**config.mk**
```make
export PLATFORM = sky130hd
export DESIGN_NAME = clamp_gain_stage
export DESIGN_NICKNAME = d
export VERILOG_FILES = /design/src/rtl/cgs_pkg.sv /design/src/rtl/cgs_regs.sv /design/src/rtl/cgs_datapath.sv /design/src/rtl/clamp_gain_stage.sv
export SDC_FILE = /design/constraint.sdc
export NUM_CORES = 1
export LEC_CHECK = 0
export ABC_CLOCK_PERIOD_IN_PS = 17900
export BUFFER_PORTS_ARGS = -buffer_cell sky130_fd_sc_hd__buf_4
export CORE_AREA = 5 5 194 196
export DETAILED_ROUTE_END_ITERATION = 6
export DIE_AREA = 0 0 199 201
export SLEW_MARGIN = 0
export SYNTH_ARGS = -nofsm -noshare
export SYNTH_HDL_FRONTEND = slang
export SYNTH_SLANG_ARGS = --single-unit
```
**constraint.sdc**
```tcl
create_clock -name clk -period 17.9 [get_ports clk]
set_clock_uncertainty 0.15 [all_clocks]
set_input_delay 0.895 -clock clk [delete_from_list [all_inputs] [get_ports clk]]
set_output_delay 0.895 -clock clk [all_outputs]
set_load 0.02 [all_outputs]
```
**src/rtl/cgs_pkg.sv**
```systemverilog
package cgs_pkg;
  localparam int ADDR_W = 2;

  typedef enum logic [ADDR_W-1:0] {
    ADDR_GAIN_LO = 2'd0,
    ADDR_GAIN_HI = 2'd1,
    ADDR_CLAMP   = 2'd2
  } cgs_addr_e;
endpackage

```
**src/rtl/cgs_regs.sv**
```systemverilog
module cgs_regs
  import cgs_pkg::*;
#(
  parameter int GW  = 12,
  parameter int GF  = 9,
  parameter int CW  = 7,
  parameter int CSH = 4,
  localparam int CLW = CW + CSH,
  localparam int HIW = GW - 8
) (
  input  logic              clk,
  input  logic              rst,
  input  logic              wr_en,
  input  logic [ADDR_W-1:0] wr_addr,
  input  logic [7:0]        wr_data,
  input  logic              sync_gate_en,
  input  logic              blank_in,
  output logic [GW-1:0]     gain_act,
  output logic [CLW-1:0]    clamp_lvl
);
  localparam logic [GW-1:0] GAIN_RST = GW'(2) << GF;

  logic [7:0]    lo_stage;
  logic [GW-1:0] gain_hold;
  logic [CW-1:0] clamp_hold;
  logic [CW-1:0] clamp_act;
  logic          xfer_ok;

  assign xfer_ok = !sync_gate_en || blank_in;

  always_ff @(posedge clk) begin
    if (rst) begin
      lo_stage   <= '0;
      gain_hold  <= GAIN_RST;
      clamp_hold <= '0;
    end else if (wr_en) begin
      case (cgs_addr_e'(wr_addr))
        ADDR_GAIN_LO: lo_stage   <= wr_data;
        ADDR_GAIN_HI: gain_hold  <= {wr_data[HIW-1:0], lo_stage};
        ADDR_CLAMP:   clamp_hold <= wr_data[CW-1:0];
        default: ;
      endcase
    end
  end

  always_ff @(posedge clk) begin
    if (rst) begin
      gain_act  <= GAIN_RST;
      clamp_act <= '0;
    end else if (xfer_ok) begin
      gain_act  <= gain_hold;
      clamp_act <= clamp_hold;
    end
  end

  assign clamp_lvl = {clamp_act, {CSH{1'b0}}};
endmodule

```
**src/rtl/cgs_datapath.sv**
```systemverilog
module cgs_datapath #(
  parameter int DW  = 10,
  parameter int GW  = 12,
  parameter int GF  = 9,
  parameter int CLW = 11,
  localparam int DFW = CLW + 1,
  localparam int PW  = DFW + GW + 1
) (
  input  logic           clk,
  input  logic           rst,
  input  logic           in_valid,
  input  logic [DW-1:0]  in_sample,
  input  logic [GW-1:0]  gain,
  input  logic [CLW-1:0] clamp_lvl,
  output logic           out_valid,
  output logic [DW-1:0]  out_sample
);
  localparam logic signed [PW-1:0] HALF = PW'(1) <<< (GF - 1);
  localparam logic signed [PW-1:0] MAXV = PW'((1 << DW) - 1);

  logic signed [DFW-1:0] diff;
  logic signed [PW-1:0]  prod;
  logic signed [PW-1:0]  p1;
  logic [CLW-1:0]        c1;
  logic                  v1;
  logic signed [PW-1:0]  rnd;
  logic signed [PW-1:0]  sum;
  logic [DW-1:0]         sat;

  // Stage 1: offset from the black level, then scale
  always_comb begin
    diff = $signed(DFW'(in_sample)) - $signed({1'b0, clamp_lvl});
    prod = PW'(diff) * $signed(PW'(gain));
  end

  always_ff @(posedge clk) begin
    if (rst) begin
      v1 <= 1'b0;
      p1 <= '0;
      c1 <= '0;
    end else begin
      v1 <= in_valid;
      if (in_valid) begin
        p1 <= prod;
        c1 <= clamp_lvl;
      end
    end
  end

  // Stage 2: round, restore the level, saturate
  always_comb begin
    rnd = (p1 + HALF) >>> GF;
    sum = rnd + $signed(PW'(c1));
    if (sum < 0)         sat = '0;
    else if (sum > MAXV) sat = '1;
    else                 sat = sum[DW-1:0];
  end

  always_ff @(posedge clk) begin
    if (rst) begin
      out_valid  <= 1'b0;
      out_sample <= '0;
    end else begin
      out_valid <= v1;
      if (v1) out_sample <= sat;
    end
  end
endmodule

```
**src/rtl/clamp_gain_stage.sv**
```systemverilog
module clamp_gain_stage
  import cgs_pkg::*;
#(
  parameter int DW  = 10,
  parameter int GW  = 12,
  parameter int GF  = 9,
  parameter int CW  = 7,
  parameter int CSH = 4
) (
  input  logic              clk,
  input  logic              rst,
  input  logic              in_valid,
  input  logic [DW-1:0]     in_sample,
  input  logic              wr_en,
  input  logic [ADDR_W-1:0] wr_addr,
  input  logic [7:0]        wr_data,
  input  logic              sync_gate_en,
  input  logic              blank_in,
  output logic              out_valid,
  output logic [DW-1:0]     out_sample
);
  localparam int CLW = CW + CSH;

  logic [GW-1:0]  gain_act;
  logic [CLW-1:0] clamp_lvl;

  cgs_regs #(.GW(GW), .GF(GF), .CW(CW), .CSH(CSH)) u_regs (
    .clk(clk), .rst(rst), .wr_en(wr_en), .wr_addr(wr_addr), .wr_data(wr_data),
    .sync_gate_en(sync_gate_en), .blank_in(blank_in),
    .gain_act(gain_act), .clamp_lvl(clamp_lvl)
  );

  cgs_datapath #(.DW(DW), .GW(GW), .GF(GF), .CLW(CLW)) u_dp (
    .clk(clk), .rst(rst), .in_valid(in_valid), .in_sample(in_sample),
    .gain(gain_act), .clamp_lvl(clamp_lvl),
    .out_valid(out_valid), .out_sample(out_sample)
  );
endmodule

```
==> Word level (Yosys, flattened, before mapping) <==
Cells that the tools add are included.
{ "totals": {"regBits": 90, "latch_bits": 0, "ramBits": 0, "rom_bits": 0, "in_bits": 26, "n_memories": 0} }
{ "classes": {"n_addsub": 3, "n_mul": 1, "div": 0, "n_lt_le_gt_ge": 2, "n_eq_ne": 2, "shift": 0, "n_mux": 2, "bitwise_logic": 0, "reduce_logical": 6} }
{ "ops": {"columns": ["cell", "n"], "rows": [
  ["$add A25 B10 Y25 const B", 1],
  ["$mul A12 B13 Y25", 1],
  ["$mux W10", 2],
  ["$add A16 B12 Y17", 1],
  ["$gt A17 B11 Y1 const B", 1],
  ["$lt A17 B1 Y1 const B", 1],
  ["$sub A10 B11 Y12", 1],
  ["$reduce_and A2 Y1", 3],
  ["$eq A2 B1 Y1 const B", 1],
  ["$eq A2 B2 Y1 const B", 1],
  ["$logic_not A2 Y1", 1],
  ["$logic_not A1 Y1", 1],
  ["$logic_or A1 B1 Y1", 1]
]} }

==> Depth between registers and ports, before layout <==
{ "depth": {"depth_word": 5, "depth_mapped": 29, "mapped_depth_nobuf": 28} }

==> By module <==
A second synthesis with hierarchy kept.
{ "unflattened": {"cells_unflattened": 1111, "hier_area_um2": 9416.5} }
{ "by_module_without_submodules": {"columns": ["mod", "instances", "cells_each", "area_per_inst_um2", "seq_area_each_um2"], "rows": [
  ["cgs_datapath", 1, 901, 7737.4, 800.8],
  ["cgs_regs", 1, 210, 1679.1, 920.9]
]} }

==> Least setup slack after synthesis <==
OpenSTA, ideal clock, no wires.
{ "synth_path": {"kind": "input to register", "start": "in in_sample[4]", "end": "reg u_dp.p1[18]", "setup_ns": 0.095, "t_arrival_ns": 7.279, "t_required_ns": 17.655, "path_slack_ns": 10.375, "stages": 28, "path_buffers": 1, "path_cell_list": "inv_1 > ha_1 > inv_1 > fa_1 > a21o_1 > a21oi_1 > nor2b_1 > o21ai_0 > nand2_1 > xnor2_1 > clkbuf_1 > nand2_1 > fa_1 > fa_1 > inv_1 > fa_1 > fa_1 > inv_1 > fa_1 > inv_1 > ha_1 > nand2_1 > o21ai_1 > o32ai_1 > o311ai_1 > a31o_1 > or4b_1 > o311ai_1"} }
{ "synth_between": {"elab_chain_len": 2} }
{ "synth_rtl": {"columns": ["element", "line", "rtl"], "rows": [
  ["from (decl)", "clamp_gain_stage.sv:13", "input logic [DW-1:0] in_sample,"],
  ["$sub A10 B11 Y12", "cgs_datapath.sv:32", "diff = $signed(DFW'(in_sample)) - $signed({1'b0, clamp_lvl});"],
  ["$mul A12 B13 Y25", "cgs_datapath.sv:33", "prod = PW'(diff) * $signed(PW'(gain));"],
  ["to (signal assigned)", "cgs_datapath.sv:44", "p1 <= prod;"],
  ["to (decl)", "cgs_datapath.sv:23", "logic signed [PW-1:0] p1;"]
]} }
Every way passes these cells.
A chain may end at the register's enable or synchronous reset.

==> Final worst setup path <==
{ "layout_path": {"start": "in in_sample[4]", "end": "reg u_dp.p1[21]"} }
Same word-level chain as after synthesis.

==> results.ini <==
[grt]
grt_pass1_vias=6920
grt_max_degree=87
track_usage_pct=10.07
met3_usage_pct=1.225
grt-ovfl-total=0
antenna_found_initial=0
grt_pass1_wl_mm=33.71
grt.busiest_layer=met2
gr-usage-met1_pct=14.14
grt_util_met2_pct=16.57

[die]
num_io_pins=37
die_w_um=199
core_area_um2=35910
die_h_um=201
start_util_pct=24.61
num_rows=70
dieArea_um2=40000

[timing]
setup_viol=0
drv_slew=0
timing.slew.headroom_pct=14.43
setup_tns_ps=0
hold_viol=0
period_minus_slack_ps=7664
max_freq_ghz=0.1305
finalCritPeriodShare_pct=42.82
rsz0062_at_grt=false
worstMarginPinSlew_ps=1281
hold_ws_ps=306.5

[yosys]
avgSynthCellArea_um2=8.496
synth_xor_xnor_area_share_pct=3.469
synth-compound-area-share_pct=9.884
yosys_warnings=0
syn_inst=1040
async_flop_share_pct=0
yosys_register_bits=82
synthMuxAreaShare_pct=4.432
synth_cell_type_count=61
synthFlopType=dfxtp_1
synth_nets=1254
synthAdderAreaFrac_pct=35.20
synth-simple-area-share_pct=19.12
syn_area_um2=8836
synth_top_family_by_area=adder cells
yosysSeqAreaShare_pct=18.58
synth_edf_count=0

[cts]
numClockSinks=82
holdBufCountCts=0
cts-root-buf=clkbuf_16
cts_resized=0
cts_setup_buffers=0
clk_latency_ps=340
cts_made_buffers=9
tritoncts=yes
htreeDepth=3
clk_pin_slew_ps=70
cts_buffer_depth=2

[flow_run]
maxCapViolations=0

[min_path]
holdCritStartpoint=u_regs.gain_hold[0]
hold_path.class=flip-flop to flip-flop

[placed_design]
place_congestion=0.8464
hpwl_mm=15.74
port_buffers=36

[setup_path]
cp_slowest_stage_delay_ps=590
regToRegStartpoint=u_regs.clamp_act[1]
crit_required_ps=17980
slowest_stage=nor4_1
cpMostUsedCell=fa_1
crit_path_end_kind=flip-flop
crit_start=in_sample[4]
criticalPathCategory=input pin to flip-flop
worstPathArrival_ps=7740
path_max_fanout=12
cp-start-kind=input pin

[pwr]
max-vdd-ir-drop_uv=56.84
p_per_area_nw_per_um2=59.92
p_leak_nw=4.410

[status]
outcome=complete, no violations

[detailed_routing]
vias_per_cell=4.485
dr.pass1.iters=5
drt_wl_total_mm=19.71
drc_errors=0
ant_nets=0
drtIter0Drc=271
wire_per_inst_um=13.00
vias=6800

[layout]
drive_gt1_share_pct=7.538
multiInputGateArea_um2=6371
regArea_um2=1642
area_growth_pct=11.27
fill_cells=3912
fin_nets=1257
n_antenna_cell=0

[sequential cells by signal, summed over array words and instances, names as in the netlist]
name               count
u_dp.out_sample       10
u_dp.out_valid         1
u_regs.gain_hold      12
u_regs.clamp_act       7
u_dp.p1               17
u_dp.v1                1
u_regs.gain_act       12
u_regs.lo_stage        8
u_dp.c1                7
u_regs.clamp_hold      7
[stage by stage]
stage / area [µm²] / worst slack [ps] / util, % / power [W] / instances
6_report: 9832 / 10240 / 27.38 / 0.0005891 / 1516
5_1_grt: 9832 / 9591 / 27.38 / 0.0006324 / 1516
4_1_cts: 9832 / 10210 / 27.38 / 0.0005971 / 1516
3_5_place_dp: 9540 / 9854 / 26.57 / 0.0004101 / 1500
3_3_place_gp: 9540 / 9982 / 26.57 / 0.0004086 / 1500
2_1_floorplan: 8836 / 10380 / - / 0.0003584 / 1040
[critical path, delay by kind of cell]
family | cells | cell delay [ps]
buffers and inverters | 7 | 540
xor gates and xnor gates | 1 | 130
and+or+nand+nor | 6 | 970
AOI/OAI and AO/OA | 7 | 1680
adders and majority gates | 8 | 3510
[cells in the final DEF, fill, tap and decap left out, types with 9 or more instances in the layout]
master,synthesis,routed
o21ai_0,10,10
a311oi_2,10,10
inv_1,165,165
nor4_1,9,9
nand2b_1,20,20
dfxtp_1,82,82
clkbuf_16,0,9
buf_4,0,42
xnor2_1,23,23
nand2_1,172,172
and2_1,35,35
nand3_1,9,9
ha_1,87,87
nor2_1,60,60
a21oi_1,56,56
mux2i_1,38,38
xor2_1,12,12
fa_1,101,101
[synth_stat cells (2+ instances only)]
library cell / count / area, µm²
xnor2_1: 23 / 201.4
a21oi_1: 56 / 280.3
o311ai_1: 2 / 17.52
inv_1: 165 / 619.3
a21boi_0: 3 / 22.52
a211o_1: 4 / 35.03
clkinv_1: 2 / 7.510
nand2b_1: 20 / 125.1
clkbuf_1: 37 / 138.9
a211oi_1: 3 / 22.52
or3_1: 3 / 18.77
nor4_1: 9 / 56.30
and2_1: 35 / 219.0
xor2_1: 12 / 105.1
nor4b_1: 3 / 26.28
nor3_1: 7 / 35.03
nand3_1: 9 / 45.04
nor2b_1: 8 / 50.05
nor2_1: 60 / 225.2
o211ai_1: 2 / 15.01
o21ai_0: 10 / 50.05
fa_1: 101 / 2022
o21a_1: 5 / 37.54
a311oi_2: 10 / 150.1
or2_2: 3 / 18.77
o21bai_1: 3 / 22.52
o21ai_1: 4 / 20.02
mux2i_1: 38 / 380.4
dfxtp_1: 82 / 1642
a21o_1: 6 / 45.04
buf_1: 11 / 41.29
nor3b_1: 4 / 30.03
ha_1: 87 / 1089
a31oi_1: 2 / 12.51
nand4_1: 5 / 31.28
and3_1: 4 / 25.02
o32a_1: 2 / 20.02
nand2_1: 172 / 645.6
o31ai_1: 2 / 15.01
nand3b_1: 5 / 37.54
[final cells by class]
type | count | area share (%)
Inverter | 167 | 6.376
Timing Repair Buffer | 42 | 3.207
Tap cell | 468 | 5.956
Sequential cell | 82 | 16.70
Multi-Input combinational cell | 741 | 64.80
Clock inverter | 7 | 0.6745
Clock buffer | 9 | 2.291
[cells by family after synthesis]
logic type	Yosys count
AOI/OAI and AO/OA	125
xor gates and xnor gates	35
adders and majority gates	188
buffers and inverters	217
DFF	82
muxes	39
and+or+nand+nor	354
[power breakdown]
group	internal (W)	total [W]	switching (W)
clock	0.0000980	0.000184	0.0000859
combinational	0.0000797	0.000193	0.000114
sequential	0.000194	0.000212	0.0000175
[routing by layer]
metal,up-vias,wire (µm)
met5,-,0
met4,0,242
met3,17,721
met2,124,9305
met1,3323,9443
li1,3336,-
[final timing paths]
check | end | slack [ps] | cells past startpoint
min | u_regs.gain_hold[0] | 310 | 2
max reg2reg | u_dp.p1[24] | 10490 | 24
min reg2reg | u_regs.gain_hold[0] | 310 | 2
max | u_dp.p1[21] | 10240 | 29
Power figures use the tool's default switching activity.
